--- src/rtl/dgc_pkg.sv ---
package dgc_pkg;
    localparam int NLANE  = 3;
    localparam int NARITH = 2;

    typedef enum logic [1:0] {
        ST_COUNT = 2'd0,
        ST_PH1   = 2'd1,
        ST_PH2   = 2'd2,
        ST_PH3   = 2'd3
    } phase_e;
endpackage

--- src/rtl/dgc_busy_ctr.sv ---
module dgc_busy_ctr #(
    parameter int CNT_W = 13
) (
    input  logic             clk,
    input  logic             rst,
    input  logic             clr,
    input  logic             en,
    input  logic             busy,
    output logic [CNT_W-1:0] cnt
);
    logic [CNT_W-1:0] cnt_d, cnt_q;

    always_comb begin
        cnt_d = cnt_q;
        if (clr)
            cnt_d = '0;
        else if (en && busy)
            cnt_d = cnt_q + 1'b1;
    end

    always_ff @(posedge clk) begin
        if (rst) cnt_q <= '0;
        else     cnt_q <= cnt_d;
    end

    assign cnt = cnt_q;
endmodule

--- src/rtl/dgc_lat_est.sv ---
module dgc_lat_est #(
    parameter int CNT_W  = 13,
    parameter int OUTS_W = 8,
    parameter int THR_W  = 4
) (
    input  logic              clk,
    input  logic              rst,
    input  logic              clr,
    input  logic              en,
    input  logic              arrive,
    input  logic [OUTS_W-1:0] outstanding,
    input  logic [THR_W-1:0]  thresh,
    output logic              lat_hi
);
    localparam int ACC_W  = CNT_W + OUTS_W;
    localparam int PROD_W = CNT_W + THR_W;
    localparam int CMP_W  = ((ACC_W > PROD_W) ? ACC_W : PROD_W) + 1;

    typedef struct packed {
        logic [ACC_W-1:0] acc;
        logic [CNT_W-1:0] arr;
    } lat_t;

    lat_t s_d, s_q;

    always_comb begin
        s_d = s_q;
        if (clr) begin
            s_d.acc = '0;
            s_d.arr = '0;
        end else if (en) begin
            s_d.acc = s_q.acc + ACC_W'(outstanding);
            if (arrive) s_d.arr = s_q.arr + 1'b1;
        end
    end

    always_ff @(posedge clk) begin
        if (rst) s_q <= '0;
        else     s_q <= s_d;
    end

    // Little's Law without division: mean response = acc / arr >= thresh
    logic [CMP_W-1:0] limit;
    assign limit  = CMP_W'(s_q.arr) * CMP_W'(thresh);
    assign lat_hi = (s_q.arr != '0) && (CMP_W'(s_q.acc) >= limit);
endmodule

--- src/rtl/dpath_gate_ctrl.sv ---
module dpath_gate_ctrl
    import dgc_pkg::*;
#(
    parameter int EPOCH_LEN = 4096,
    parameter int OUTS_W    = 8,
    parameter int THR_W     = 4,
    parameter int SHIFT_W   = 4
) (
    input  logic               clk,
    input  logic               rst,
    input  logic [SHIFT_W-1:0] lowu_shift,
    input  logic [THR_W-1:0]   lat_thresh,
    input  logic [2:0]         ex_busy,
    input  logic [2:0]         idoc_busy,
    input  logic [2:0]         oc_busy,
    input  logic [2:0]         ocex_busy,
    input  logic               sch_busy,
    input  logic               ifid_busy,
    input  logic               ls_arrive,
    input  logic [OUTS_W-1:0]  ls_outstanding,
    output logic [1:0]         ex_pg,
    output logic               ls_cg,
    output logic [2:0]         idoc_cg,
    output logic [2:0]         oc_cg,
    output logic [2:0]         ocex_cg,
    output logic               sch_half,
    output logic               ifid_half,
    output logic               done
);
    localparam int CNT_W = $clog2(EPOCH_LEN + 1);
    localparam int SUM_W = CNT_W + 2;
    localparam logic [CNT_W-1:0] EPOCH_V   = CNT_W'(EPOCH_LEN);
    localparam logic [CNT_W-1:0] LAST_TICK = CNT_W'(EPOCH_LEN - 1);

    typedef struct packed {
        phase_e             ph;
        logic [CNT_W-1:0]   tick;
        logic [NARITH-1:0]  pg_p;
        logic               ls_p;
        logic [NLANE-1:0]   idoc_p;
        logic [NLANE-1:0]   oc_p;
        logic [NLANE-1:0]   ocex_p;
        logic [NARITH-1:0]  pg;
        logic               ls;
        logic [NLANE-1:0]   idoc;
        logic [NLANE-1:0]   oc;
        logic [NLANE-1:0]   ocex;
        logic               sch;
        logic               ifid;
        logic               done;
    } ctrl_t;

    ctrl_t s_d, s_q;

    logic cnt_en, cnt_clr, lat_hi;
    logic [CNT_W-1:0] ex_cnt   [NLANE];
    logic [CNT_W-1:0] idoc_cnt [NLANE];
    logic [CNT_W-1:0] oc_cnt   [NLANE];
    logic [CNT_W-1:0] ocex_cnt [NLANE];
    logic [CNT_W-1:0] sch_cnt, ifid_cnt;
    logic [CNT_W-1:0] lowu_lim;
    logic [SUM_W-1:0] ex_sum;

    assign cnt_en  = (s_q.ph == ST_COUNT);
    assign cnt_clr = (s_q.ph == ST_PH3);

    for (genvar l = 0; l < NLANE; l++) begin : g_lane
        dgc_busy_ctr #(.CNT_W(CNT_W)) u_ex (
            .clk(clk), .rst(rst), .clr(cnt_clr), .en(cnt_en),
            .busy(ex_busy[l]), .cnt(ex_cnt[l]));
        dgc_busy_ctr #(.CNT_W(CNT_W)) u_idoc (
            .clk(clk), .rst(rst), .clr(cnt_clr), .en(cnt_en),
            .busy(idoc_busy[l]), .cnt(idoc_cnt[l]));
        dgc_busy_ctr #(.CNT_W(CNT_W)) u_oc (
            .clk(clk), .rst(rst), .clr(cnt_clr), .en(cnt_en),
            .busy(oc_busy[l]), .cnt(oc_cnt[l]));
        dgc_busy_ctr #(.CNT_W(CNT_W)) u_ocex (
            .clk(clk), .rst(rst), .clr(cnt_clr), .en(cnt_en),
            .busy(ocex_busy[l]), .cnt(ocex_cnt[l]));
    end

    dgc_busy_ctr #(.CNT_W(CNT_W)) u_sch (
        .clk(clk), .rst(rst), .clr(cnt_clr), .en(cnt_en),
        .busy(sch_busy), .cnt(sch_cnt));
    dgc_busy_ctr #(.CNT_W(CNT_W)) u_ifid (
        .clk(clk), .rst(rst), .clr(cnt_clr), .en(cnt_en),
        .busy(ifid_busy), .cnt(ifid_cnt));

    dgc_lat_est #(.CNT_W(CNT_W), .OUTS_W(OUTS_W), .THR_W(THR_W)) u_lat (
        .clk(clk), .rst(rst), .clr(cnt_clr), .en(cnt_en),
        .arrive(ls_arrive), .outstanding(ls_outstanding),
        .thresh(lat_thresh), .lat_hi(lat_hi));

    assign lowu_lim = EPOCH_V >> lowu_shift;
    assign ex_sum   = SUM_W'(ex_cnt[0]) + SUM_W'(ex_cnt[1]) + SUM_W'(ex_cnt[2]);

    always_comb begin
        s_d      = s_q;
        s_d.done = 1'b0;
        unique case (s_q.ph)
            ST_COUNT: begin
                if (s_q.tick == LAST_TICK) begin
                    s_d.tick = '0;
                    s_d.ph   = ST_PH1;
                end else begin
                    s_d.tick = s_q.tick + 1'b1;
                end
            end
            ST_PH1: begin
                // execute units: power-gate idle arithmetic halves, clock-gate slow load/store
                for (int l = 0; l < NARITH; l++)
                    s_d.pg_p[l] = (ex_cnt[l] < lowu_lim);
                s_d.ls_p = lat_hi;
                s_d.ph   = ST_PH2;
            end
            ST_PH2: begin
                // feeding stages versus their own execute unit
                for (int l = 0; l < NLANE; l++) begin
                    s_d.idoc_p[l] = (idoc_cnt[l] < ex_cnt[l]);
                    s_d.oc_p[l]   = (oc_cnt[l]   < ex_cnt[l]);
                    s_d.ocex_p[l] = (ocex_cnt[l] < ex_cnt[l]);
                end
                s_d.ph = ST_PH3;
            end
            ST_PH3: begin
                s_d.pg   = s_q.pg_p;
                s_d.ls   = s_q.ls_p;
                s_d.idoc = s_q.idoc_p;
                s_d.oc   = s_q.oc_p;
                s_d.ocex = s_q.ocex_p;
                s_d.sch  = (SUM_W'(sch_cnt) < ex_sum);
                s_d.ifid = (ifid_cnt < sch_cnt);
                s_d.done = 1'b1;
                s_d.ph   = ST_COUNT;
            end
            default: s_d.ph = ST_COUNT;
        endcase
    end

    always_ff @(posedge clk) begin
        if (rst) s_q <= '0;
        else     s_q <= s_d;
    end

    assign ex_pg     = s_q.pg;
    assign ls_cg     = s_q.ls;
    assign idoc_cg   = s_q.idoc;
    assign oc_cg     = s_q.oc;
    assign ocex_cg   = s_q.ocex;
    assign sch_half  = s_q.sch;
    assign ifid_half = s_q.ifid;
    assign done      = s_q.done;
endmodule

--- config.mk ---
export PLATFORM = sky130hd
export DESIGN_NAME = dpath_gate_ctrl
export DESIGN_NICKNAME = d
export VERILOG_FILES = /design/src/rtl/dgc_pkg.sv /design/src/rtl/dgc_busy_ctr.sv /design/src/rtl/dgc_lat_est.sv /design/src/rtl/dpath_gate_ctrl.sv
export SDC_FILE = /design/constraint.sdc
export NUM_CORES = 1
export LEC_CHECK = 0
export ABC_CLOCK_PERIOD_IN_PS = 5100
export BUFFER_PORTS_ARGS = -buffer_cell sky130_fd_sc_hd__clkbuf_2
export CAP_MARGIN = 10
export CORE_MARGIN = 10
export CORE_UTILIZATION = 50
export CTS_BUF_LIST = sky130_fd_sc_hd__clkbuf_8
export DETAILED_ROUTE_END_ITERATION = 12
export PLACE_DENSITY = 0.73
export SLEW_MARGIN = 0
export SYNTH_ARGS = -nofsm -noshare
export SYNTH_HDL_FRONTEND = slang
export SYNTH_SLANG_ARGS = --single-unit
--- constraint.sdc ---
create_clock -name clk -period 5.1 [get_ports clk]
set_clock_uncertainty 0.1 [all_clocks]
set_input_delay 0.51 -clock clk [delete_from_list [all_inputs] [get_ports clk]]
set_output_delay 0.51 -clock clk [all_outputs]
set_load 0.02 [all_outputs]
==> metrics, run 1 <==
synth warn 0; die area 42500 um2; first-pass GRT wire length 67400 um; commonest non-fill, non-tap cell in the layout dfxtp_1; Setup Buffers After CTS 0; DR WL/cell 15.3 um; die height 206 um; max frequency 0.211 GHz; register area 5160 um2; GRT Overall Usage 18.7%; setup tns final 0 ps; post-route insts no fill 2581; number of synthesized flops with an enable pin 0; GP Congestion 0.876; most frequent cells in the layout dfxtp_1, ha_1, nor2_1, nand2_1, a21oi_1; footprint of the multi-input gates 11500 um2; worst slew pin tran 693 ps; Internal Power 3820 uW; FF+latch count, synth 258; Core Region 34400 um2; Die X 206 um; Static Leak 0.00822 uW; Max-cap violations 0; initial antenna violation count 1; Syn-to-layout area delta 9.21%; Mean Syn Cell Area 8.46 um2; unrepaired setup endpoints after global routing false; Worst R2R End s_q[24]; Worst-Skew Late Latency 620 ps; Buf/Inv on CP 0; Port Buffer Count 47; Seq/Total Area, Yosys 29.8%; Max H-tree Level 2; cts repair resizes 0; filler instances 3232; worst min path class primary input to flop; DP Wirelength 29600 um; CP top delay family compound AO/OA/AOI/OAI gates; via/cell ratio 5.57; share of cells above drive strength 1 6.59%; Netlist Area Pre-Place 17300 um2; Synth cell types 55; CP peak stage delay 530 ps; Psw 1780 uW; Most Frequent Cell on Critical Path fa_1; # IOs 48; Critical Path Fanout Max 7; Worst EP arrival 5140 ps; WHS Path Cells 3; drt pass-1 iters 5; Hold Path Origin sch_busy; Clk network pwr share 36.8%; CP Capture Type flop; diode count 0; clock buffer depth 3; Hold EP u_sch.cnt[1]; vias in the first global route 14187; status finished, final reports clean; clock sink total 258; initial core utilization 50.4%; Worst slew margin 53.6%; largest net degree at the start of global routing 92; Post-synth ARST share 0%; Post-Syn Nets 2352; worst r2r path cells 16; # hold bufs at CTS 0; Tmin final 4750 ps; fin. max-slew vios 0; Main synth FF type dfxtp_1; clk slew on worst S/H paths 60 ps; sequential cell fraction of total power 41.0%; final core utilization 55.0%; combinational share of power 22.2%; via count 14370; r2r setup slk 350 ps; total grt overflow 0; slowest stage cell, crit path fa_1; Root Driver clkbuf_8; VDD IR-drop max 0.000199 V; TritonCTS Buffers 48; hold_ws 83.0 ps; DRC Markers 0; Final Cycle Share 93.1%; critical-path cell list and2_1 > fa_1 > fa_1 > fa_1 > a211oi_1 > o211ai_1 > a41oi_1 > o21bai_1 > a21oi_1 > xor2_1 > ha_1 > a21o_1 > a21o_1 > a211oi_1 > o211ai_1 > a32o_1; Antenna Nets Post-Route 0; Final setup viols 0; final hold violations 0; Cell Rows 68; CP required 5490 ps; routed wire length 39500 um; Reg-to-Reg Start u_lat.s_q[0]; CTS tree built; Gate Count Post-Synth 2046; Switching Fraction 31.7%; Critical Path Start Type flop; Cells after DPL 2499; fin nets 2400; DRT iter0 DRCs 733; PwrDens 296 nW/um2; Crit Path Class flop to flop
flip-flops by register name, indices dropped and copies added, names as in the netlist:
register           cells
ifid_half              1
u_sch.cnt             13
u_lat.s_q             34
s_q                   27
done                   1
ex_pg                  2
g_lane.u_ex.cnt       39
idoc_cg                3
ocex_cg                3
sch_half               1
ls_cg                  1
g_lane.u_oc.cnt       39
g_lane.u_ocex.cnt     39
u_ifid.cnt            13
g_lane.u_idoc.cnt     39
oc_cg                  3
Yosys cell counts, types with 4 or more instances:
master	n	area [um2]
nor2b_1	18	113
a21oi_1	141	706
nand4_1	44	275
nand2b_1	17	106
mux2i_1	26	260
or3_1	60	375
nand2_1	188	706
and2_1	55	344
o21a_1	12	90.1
or4_1	4	30.0
xnor2_1	58	508
buf_2	15	75.1
nor3_1	24	120
or2_2	8	50.1
nor2_1	204	766
buf_4	11	82.6
nor4_1	7	43.8
inv_1	108	405
a211o_1	7	61.3
o211ai_1	9	67.6
fa_1	37	741
a21o_1	48	360
clkbuf_1	31	116
o2111ai_1	4	35.0
ha_1	236	2950
a31oi_1	9	56.3
xor2_1	103	902
and4_1	11	96.3
nand3_1	81	405
and3_1	50	313
a211oi_1	16	120
o21ai_0	107	536
dfxtp_1	258	5160
final cells by class:
type | instances | share of cell area (%)
clock buffer | 59 | 4.29
timing repair buffer | 58 | 1.75
multi-input combinational | 1620 | 60.6
clock inverter | 23 | 0.880
tap | 455 | 3.01
sequential | 258 | 27.3
inverter | 108 | 2.14
metal layers:
| metal | global-route usage [%] | up-vias | wire (um) |
|---|---|---|---|
| met5 | 0 | - | 18 |
| met2 | 32.0 | 246 | 18500 |
| met4 | 6.96 | 2 | 1160 |
| li1 | - | 7254 | - |
| met1 | 23.1 | 6786 | 17900 |
| met3 | 3.42 | 82 | 1880 |
power groups by stage:
| stage | clock, uW | sequential (uW) | combinational, uW |
|---|---|---|---|
| after global placement | 0 | 2330 | 1190 |
| final | 2060 | 2300 | 1240 |
| after CTS | 2110 | 2300 | 1240 |
| after detailed placement | 0 | 2340 | 1230 |
| after floorplan | 0 | 2290 | 956 |
| after global routing | 2200 | 2320 | 1420 |
logic make-up (layout without fill, tap and decap cells):
| kind of cell | after synthesis | in the layout | share of synthesized area, % |
|---|---|---|---|
| flops | 258 | 258 | 29.8 |
| fa+ha+maj | 273 | 273 | 21.3 |
| xor+xnor | 161 | 161 | 8.14 |
| buf+inv | 168 | 248 | 4.00 |
| compound gates | 380 | 380 | 13.1 |
| mux | 26 | 26 | 1.50 |
| simple gates | 780 | 780 | 22.1 |
through the flow:
| step | power, uW | setup slack, ps | cell area, um2 |
|---|---|---|---|
| final | 5600 | 352 | 18900 |
| after floorplan | 3240 | 373 | 17300 |
| after detailed placement | 3570 | 43.0 | 17900 |
| after global placement | 3520 | 137 | 17900 |
| after CTS | 5650 | 364 | 18900 |
| after global routing | 5940 | 32.9 | 18900 |
worst max path at each step:
stage               slack [ps]  endpoint     startpoint  cells past startpoint
finish                     350   s_q[24]   u_lat.s_q[0]                     16
global route                30   s_q[24]   u_lat.s_q[1]                     18
CTS                        360   s_q[24]   u_lat.s_q[0]                     16
detailed placement          40   s_q[24]  lat_thresh[1]                     17
global placement           140   s_q[24]  lat_thresh[1]                     17
floorplan                  370   s_q[24]  lat_thresh[1]                     17
tightest hold or removal path, delay by kind of cell:
family | cells | cell delay, ps
buffers and inverters | 1 | 100
and+or+nand+nor | 1 | 80
AOI/OAI and AO/OA | 1 | 50
Note: power is estimated with default switching activity, not from simulation.
==> run 2, diff against run 1 <==
--- a/config.mk
+++ b/config.mk
@@ -12,7 +12,8 @@
 export CORE_UTILIZATION = 50
 export CTS_BUF_LIST = sky130_fd_sc_hd__clkbuf_8
 export DETAILED_ROUTE_END_ITERATION = 12
-export PLACE_DENSITY = 0.73
+export GPL_TIMING_DRIVEN = 0
+export PLACE_DENSITY = 0.66
 export SLEW_MARGIN = 0
 export SYNTH_ARGS = -nofsm -noshare
 export SYNTH_HDL_FRONTEND = slang
==> metrics, run 2 (synthesis gave the netlist of run 1 again) <==
combinational share of power 24.6% (was 22.2%); Cell Rows 68 (unchanged); Worst-Skew Late Latency 580 ps (was 620 ps); largest net degree at the start of global routing 13 (was 92); hold_ws 119 ps (was 83.0 ps); fin nets 2448 (was 2400); Max H-tree Level 2 (unchanged); worst slew pin tran 1290 ps (was 693 ps); die height 206 um (unchanged); Hold EP g_lane[1].u_oc.cnt[1] (was u_sch.cnt[1]); Syn-to-layout area delta 10.1% (was 9.21%); Tmin final 4780 ps (was 4750 ps); sequential cell fraction of total power 41.0% (about the same); status finished, final reports clean (unchanged); Static Leak 0.00832 uW (was 0.00822 uW); Cells after DPL 2548 (was 2499); Root Driver clkbuf_8 (unchanged); Setup Buffers After CTS 0 (unchanged); share of cells above drive strength 1 7.08% (was 6.59%); Worst EP arrival 5180 ps (was 5140 ps); VDD IR-drop max 0.000270 V (was 0.000199 V); initial core utilization 50.4% (unchanged); DR WL/cell 17.1 um (was 15.3 um); Switching Fraction 33.2% (was 31.7%); drt pass-1 iters 5 (unchanged); total grt overflow 0 (unchanged); clk slew on worst S/H paths 60 ps (about the same); DRC Markers 0 (unchanged); Reg-to-Reg Start u_lat.s_q[2] (was u_lat.s_q[0]); post-route insts no fill 2630 (was 2581); commonest non-fill, non-tap cell in the layout dfxtp_1 (unchanged); max frequency 0.209 GHz (was 0.211 GHz); Crit Path Class flop to flop (unchanged); die area 42500 um2 (unchanged); Final setup viols 0 (unchanged); diode count 0 (unchanged); PwrDens 295 nW/um2 (was 296 nW/um2); Final Cycle Share 93.7% (was 93.1%); CP required 5500 ps (was 5490 ps); Die X 206 um (unchanged); worst min path class primary input to flop (unchanged); CTS tree built (unchanged); # hold bufs at CTS 0 (unchanged); Clk network pwr share 34.5% (was 36.8%); Max-cap violations 0 (unchanged); final hold violations 0 (unchanged); GP Congestion 0.894 (was 0.876); clock sink total 258 (unchanged); initial antenna violation count 0 (was 1); Hold Path Origin oc_busy[1] (was sch_busy); routed wire length 44900 um (was 39500 um); Worst slew margin 13.4% (was 53.6%); # IOs 48 (unchanged); Internal Power 3750 uW (was 3820 uW); Core Region 34400 um2 (unchanged); DP Wirelength 34000 um (was 29600 um); Antenna Nets Post-Route 0 (unchanged); Port Buffer Count 47 (unchanged); TritonCTS Buffers 47 (was 48); clock buffer depth 3 (unchanged); via count 14706 (was 14370); cts repair resizes 0 (unchanged); via/cell ratio 5.59 (was 5.57); Worst R2R End s_q[24] (unchanged); Psw 1870 uW (was 1780 uW); GRT Overall Usage 21.4% (was 18.7%); unrepaired setup endpoints after global routing false (unchanged); setup tns final 0 ps (unchanged); fin. max-slew vios 0 (unchanged); Critical Path Start Type flop (unchanged); most frequent cells in the layout dfxtp_1, ha_1, nor2_1, nand2_1, a21oi_1 (unchanged); worst r2r path cells 16 (unchanged); CP Capture Type flop (unchanged); vias in the first global route 14287 (was 14187); DRT iter0 DRCs 764 (was 733); r2r setup slk 320 ps (was 350 ps); first-pass GRT wire length 73100 um (was 67400 um); Critical Path Fanout Max 7 (unchanged); WHS Path Cells 3 (unchanged)
## run 2: cell count changes in the layout (fill, tap and decap cells not counted), moves of 4 or more
cell / previous run / this run
clkinv_2: 5 / 1
buf_2: 0 / 15
clkbuf_1: 0 / 31
inv_1: 121 / 126
## run 2: final cells by class
cell class,count,area [um2]
fillers,3248,15300
flip-flops and latches,258,5160
clock inverters,21,88.8
well taps,455,569
plain buffers,60,288
multi-input cells,1620,11500
inverters,108,405
repair buffers,47,235
clock buffers,61,840
## run 2: worst max-delay path: stages, from the launching register on
cell      delay (ps)
dfxtp_1          480
and2_1           210
fa_1             430
fa_1             540
fa_1             510
a211oi_2         270
o211ai_1         180
a41oi_2          280
o21ai_0          120
a21oi_1          180
xor2_1           100
ha_1             310
nand4_1          170
nor4_1           330
o21ai_0          210
o211ai_1         160
a32o_1           150
## run 2: worst max path at each step
stage          cells past startpoint          start  slack [ps]       to
2_1_floorplan                     17  lat_thresh[1]         370  s_q[24]
3_3_place_gp                      18  lat_thresh[1]        -280  s_q[24]
3_5_place_dp                      18  lat_thresh[3]        -330  s_q[24]
4_1_cts                           16   u_lat.s_q[0]         170  s_q[24]
5_1_grt                           16   u_lat.s_q[1]          30  s_q[24]
6_report                          16   u_lat.s_q[2]         320  s_q[24]
## run 2: metal layers
metal	routed length, um	vias up	global-route usage (%)
li1	-	7366	-
met1	20700	6964	28.2
met2	20800	306	35.4
met3	2410	70	3.24
met4	943	0	6.23
met5	0	-	0
## run 2: per-stage QoR
stage / util [%] / power (uW) / setup slack (ps) / area (um2)
after floorplan: - / 3240 / 373 / 17300
after global placement: 52.7 / 3670 / -280 / 18100
after detailed placement: 52.7 / 3710 / -329 / 18100
after CTS: 55.4 / 5660 / 171 / 19000
after global routing: 55.5 / 5940 / 31.9 / 19100
final: 55.5 / 5620 / 321 / 19100
## run 2: power groups by stage
stage	Sequential (uW)	Combinational [uW]	Clock (uW)
2_1_floorplan	2290	956	0
6_report	2300	1380	1940
4_1_cts	2300	1380	1980
3_5_place_dp	2350	1360	0
3_3_place_gp	2340	1330	0
5_1_grt	2320	1530	2090
==> run 3, diff against run 2 <==
--- a/config.mk
+++ b/config.mk
@@ -8,13 +8,17 @@
 export ABC_CLOCK_PERIOD_IN_PS = 5100
 export BUFFER_PORTS_ARGS = -buffer_cell sky130_fd_sc_hd__clkbuf_2
 export CAP_MARGIN = 10
+export CELL_PAD_IN_SITES_DETAIL_PLACEMENT = 1
+export CELL_PAD_IN_SITES_GLOBAL_PLACEMENT = 1
 export CORE_MARGIN = 10
 export CORE_UTILIZATION = 50
 export CTS_BUF_LIST = sky130_fd_sc_hd__clkbuf_8
 export DETAILED_ROUTE_END_ITERATION = 12
+export GPL_ROUTABILITY_DRIVEN = 0
 export GPL_TIMING_DRIVEN = 0
-export PLACE_DENSITY = 0.66
+export PLACE_DENSITY_LB_ADDON = 0.1
 export SLEW_MARGIN = 0
 export SYNTH_ARGS = -nofsm -noshare
 export SYNTH_HDL_FRONTEND = slang
+export SYNTH_HIERARCHICAL = 1
 export SYNTH_SLANG_ARGS = --single-unit
==> metrics, run 3 <==
Main synth FF type dfxtp_1 (unchanged); synth cell count leaders dfxtp_1, ha_1, nand2_1 (was dfxtp_1, ha_1, nor2_1); Worst R2R End s_q[24] (unchanged); worst slew pin tran 1340 ps (was 1290 ps); Netlist Area Pre-Place 19100 um2 (was 17300 um2); Max H-tree Level 2 (unchanged); initial antenna violation count 1 (was 0); Core Region 37700 um2 (was 34400 um2); Reg-to-Reg Start u_lat/s_q[6] (was u_lat.s_q[2]); number of synthesized flops with an enable pin 0 (unchanged); share of cells above drive strength 1 10.9% (was 7.08%); vias in the first global route 17890 (was 14287); Worst Setup SP u_lat/s_q[6] (was u_lat.s_q[2]); r2r setup slk 320 ps (about the same); drt pass-1 iters 5 (unchanged); Final setup viols 0 (unchanged); Synth top area share 27.1% (was 29.8%); Crit Path Class flop to flop (unchanged); fin area 21100 um2 (was 19100 um2); Root Driver clkbuf_8 (unchanged); total grt overflow 0 (unchanged); Post-Syn Nets 2510 (was 2352); status finished, final reports clean (unchanged); CP top delay family adder cells (unchanged); via/cell ratio 5.92 (was 5.59); Port Buffer Count 47 (unchanged); CP Depth 20 (was 16); slowest stage cell, crit path fa_1 (unchanged); CP required 5460 ps (was 5500 ps); Mean Syn Cell Area 8.65 um2 (was 8.46 um2); final core utilization 56.0% (was 55.5%); DRC Markers 0 (unchanged); Antenna Nets Post-Route 0 (unchanged); largest net degree at the start of global routing 92 (was 13); Gate Count Post-Synth 2205 (was 2046); setup tns final 0 ps (unchanged); Seq/Total Area, Yosys 27.1% (was 29.8%); Critical Path Start Type flop (unchanged); synth top area cells dfxtp_1, ha_1, a21oi_1 (was dfxtp_1, ha_1, xor2_1); first-pass GRT wire length 88700 um (was 73100 um); PwrDens 277 nW/um2 (was 295 nW/um2); Yosys top cell by area dfxtp_1 (unchanged); critical-path cell list clkbuf_1 > and2_1 > fa_1 > inv_1 > fa_1 > inv_1 > ha_1 > a21o_1 > or3_1 > o2111a_1 > a211oi_1 > o21ai_1 > ha_1 > a21o_1 > nand3_1 > nand3_1 > a211oi_2 > a311oi_2 > mux2i_1 > nor2_1 (was and2_1 > fa_1 > fa_1 > fa_1 > a211oi_2 > o211ai_1 > a41oi_2 > o21ai_0 > a21oi_1 > xor2_1 > ha_1 > nand4_1 > nor4_1 > o21ai_0 > o211ai_1 > a32o_1); clk slew on worst S/H paths 60 ps (about the same); worst min path class primary input to flop (unchanged); die height 215 um (was 206 um); diode count 0 (unchanged); Buf/Inv on CP 3 (was 0); Worst slew margin 10.1% (was 13.4%); Critical Path Fanout Max 8 (was 7); initial core utilization 50.7% (was 50.4%); fin nets 2612 (was 2448); Max-cap violations 0 (unchanged); max frequency 0.209 GHz (about the same); clock buffer depth 3 (unchanged); commonest non-fill, non-tap cell in the layout dfxtp_1 (unchanged); final hold violations 0 (unchanged); GRT Overall Usage 22.4% (was 21.4%); worst r2r path cells 20 (was 16); filler instances 4585 (was 3248); CP Capture Type flop (unchanged); fin. max-slew vios 0 (unchanged); die area 46400 um2 (was 42500 um2); Syn-to-layout area delta 10.6% (was 10.1%); Die X 215 um (was 206 um); top-count cell post-synth dfxtp_1 (unchanged); CP peak stage delay 540 ps (about the same); Cell Rows 71 (was 68); routed wire length 53300 um (was 44900 um); Final Cycle Share 93.7% (about the same); clock sink total 258 (unchanged); DRT iter0 DRCs 826 (was 764); CTS tree built (unchanged); Static Leak 0.00870 uW (was 0.00832 uW); synth warn 6 (was 0); DR WL/cell 18.6 um (was 17.1 um); Worst EP arrival 5140 ps (was 5180 ps); VDD IR-drop max 0.000210 V (was 0.000270 V); Post-synth ARST share 0% (unchanged); # hold bufs at CTS 0 (unchanged); DP Area 20100 um2 (was 18100 um2); Tmin final 4780 ps (about the same); TritonCTS Buffers 50 (was 47); DP Wirelength 39400 um (was 34000 um); Worst-Skew Late Latency 610 ps (was 580 ps); FF+latch count, synth 258 (unchanged); Synth cell types 73 (was 55); # IOs 48 (unchanged); via count 16938 (was 14706); most frequent cells in the layout dfxtp_1, ha_1, nand2_1, a21oi_1, inv_1 (was dfxtp_1, ha_1, nor2_1, nand2_1, a21oi_1); worst setup path end s_q[24] (unchanged)
[run 3: kinds of logic after synthesis]
logic type	count (synthesis)	synth area share, %
AND/OR/NAND/NOR	885	26.9
AO/OA/AOI/OAI	454	15.1
adder cells (fa/ha/maj)	272	19.3
flip-flops	258	27.1
buffers and inverters	191	4.56
multiplexers	76	3.99
XOR/XNOR	69	3.17
[run 3: final cells by class]
type	count	area, um2	share of cell area [%]
Buffer	46	325	1.54
Clock buffer	62	853	4.05
Clock inverter	31	161	0.765
Inverter	145	544	2.58
Sequential cell	258	5160	24.5
Timing Repair Buffer	50	320	1.52
Tap cell	511	639	3.03
Multi-Input combinational cell	1756	13100	62.0
[run 3: repair_timing]
action,4_1_cts,5_1_grt
resized for setup,0,3
setup endpoints to repair,0,1
setup buffers,0,0
[run 3: power breakdown]
group | total [uW] | switching [uW] | internal (uW) | leakage [uW]
registers | 2310 | 176 | 2130 | 0.00209
logic | 1410 | 833 | 574 | 0.00601
clock network | 2120 | 970 | 1150 | 0.000598
total | 5840 | 1980 | 3860 | 0.00870
[run 3: worst min path at each step]
stage	to	start	depth (start not counted)
4_1_cts	u_lat/s_q[1]	ls_arrive	3
2_1_floorplan	s_q[15]	s_q[15]	2
3_3_place_gp	s_q[20]	s_q[20]	2
3_5_place_dp	s_q[16]	s_q[16]	2
5_1_grt	u_lat/s_q[1]	ls_arrive	3
6_report	u_lat/s_q[1]	ls_arrive	3
[run 3: layer usage]
layer | vias up | global-route usage (%) | wire length, um
met5 | - | 0 | 9
met2 | 203 | 40.2 | 26600
met3 | 85 | 2.92 | 1530
li1 | 8327 | - | -
met4 | 2 | 6.22 | 1100
met1 | 8321 | 27.3 | 24100
[run 3: through the flow]
stage | total power, uW | hold WS [ps] | setup slack (ps) | std cells
2_1_floorplan | 3300 | 320 | 557 | 2205
3_3_place_gp | 3650 | 340 | -855 | 2763
3_5_place_dp | 3750 | 363 | -356 | 2766
4_1_cts | 5900 | 57.7 | 140 | 2859
5_1_grt | 6200 | 96.0 | -0.331 | 2859
6_report | 5840 | 116 | 321 | 2859
[run 3: worst reg2reg max path, cell delays in order (launching register included)]
cell and delay (ps):
dfxtp_1 300, clkbuf_1 180, and2_1 200, fa_1 540
inv_1 60, fa_1 530, inv_1 40, ha_1 330
a21o_1 180, or3_1 330, o2111a_1 280, a211oi_1 190
o21ai_1 100, ha_1 300, a21o_1 160, nand3_1 70
nand3_1 120, a211oi_2 250, a311oi_2 160, mux2i_1 160
nor2_1 50
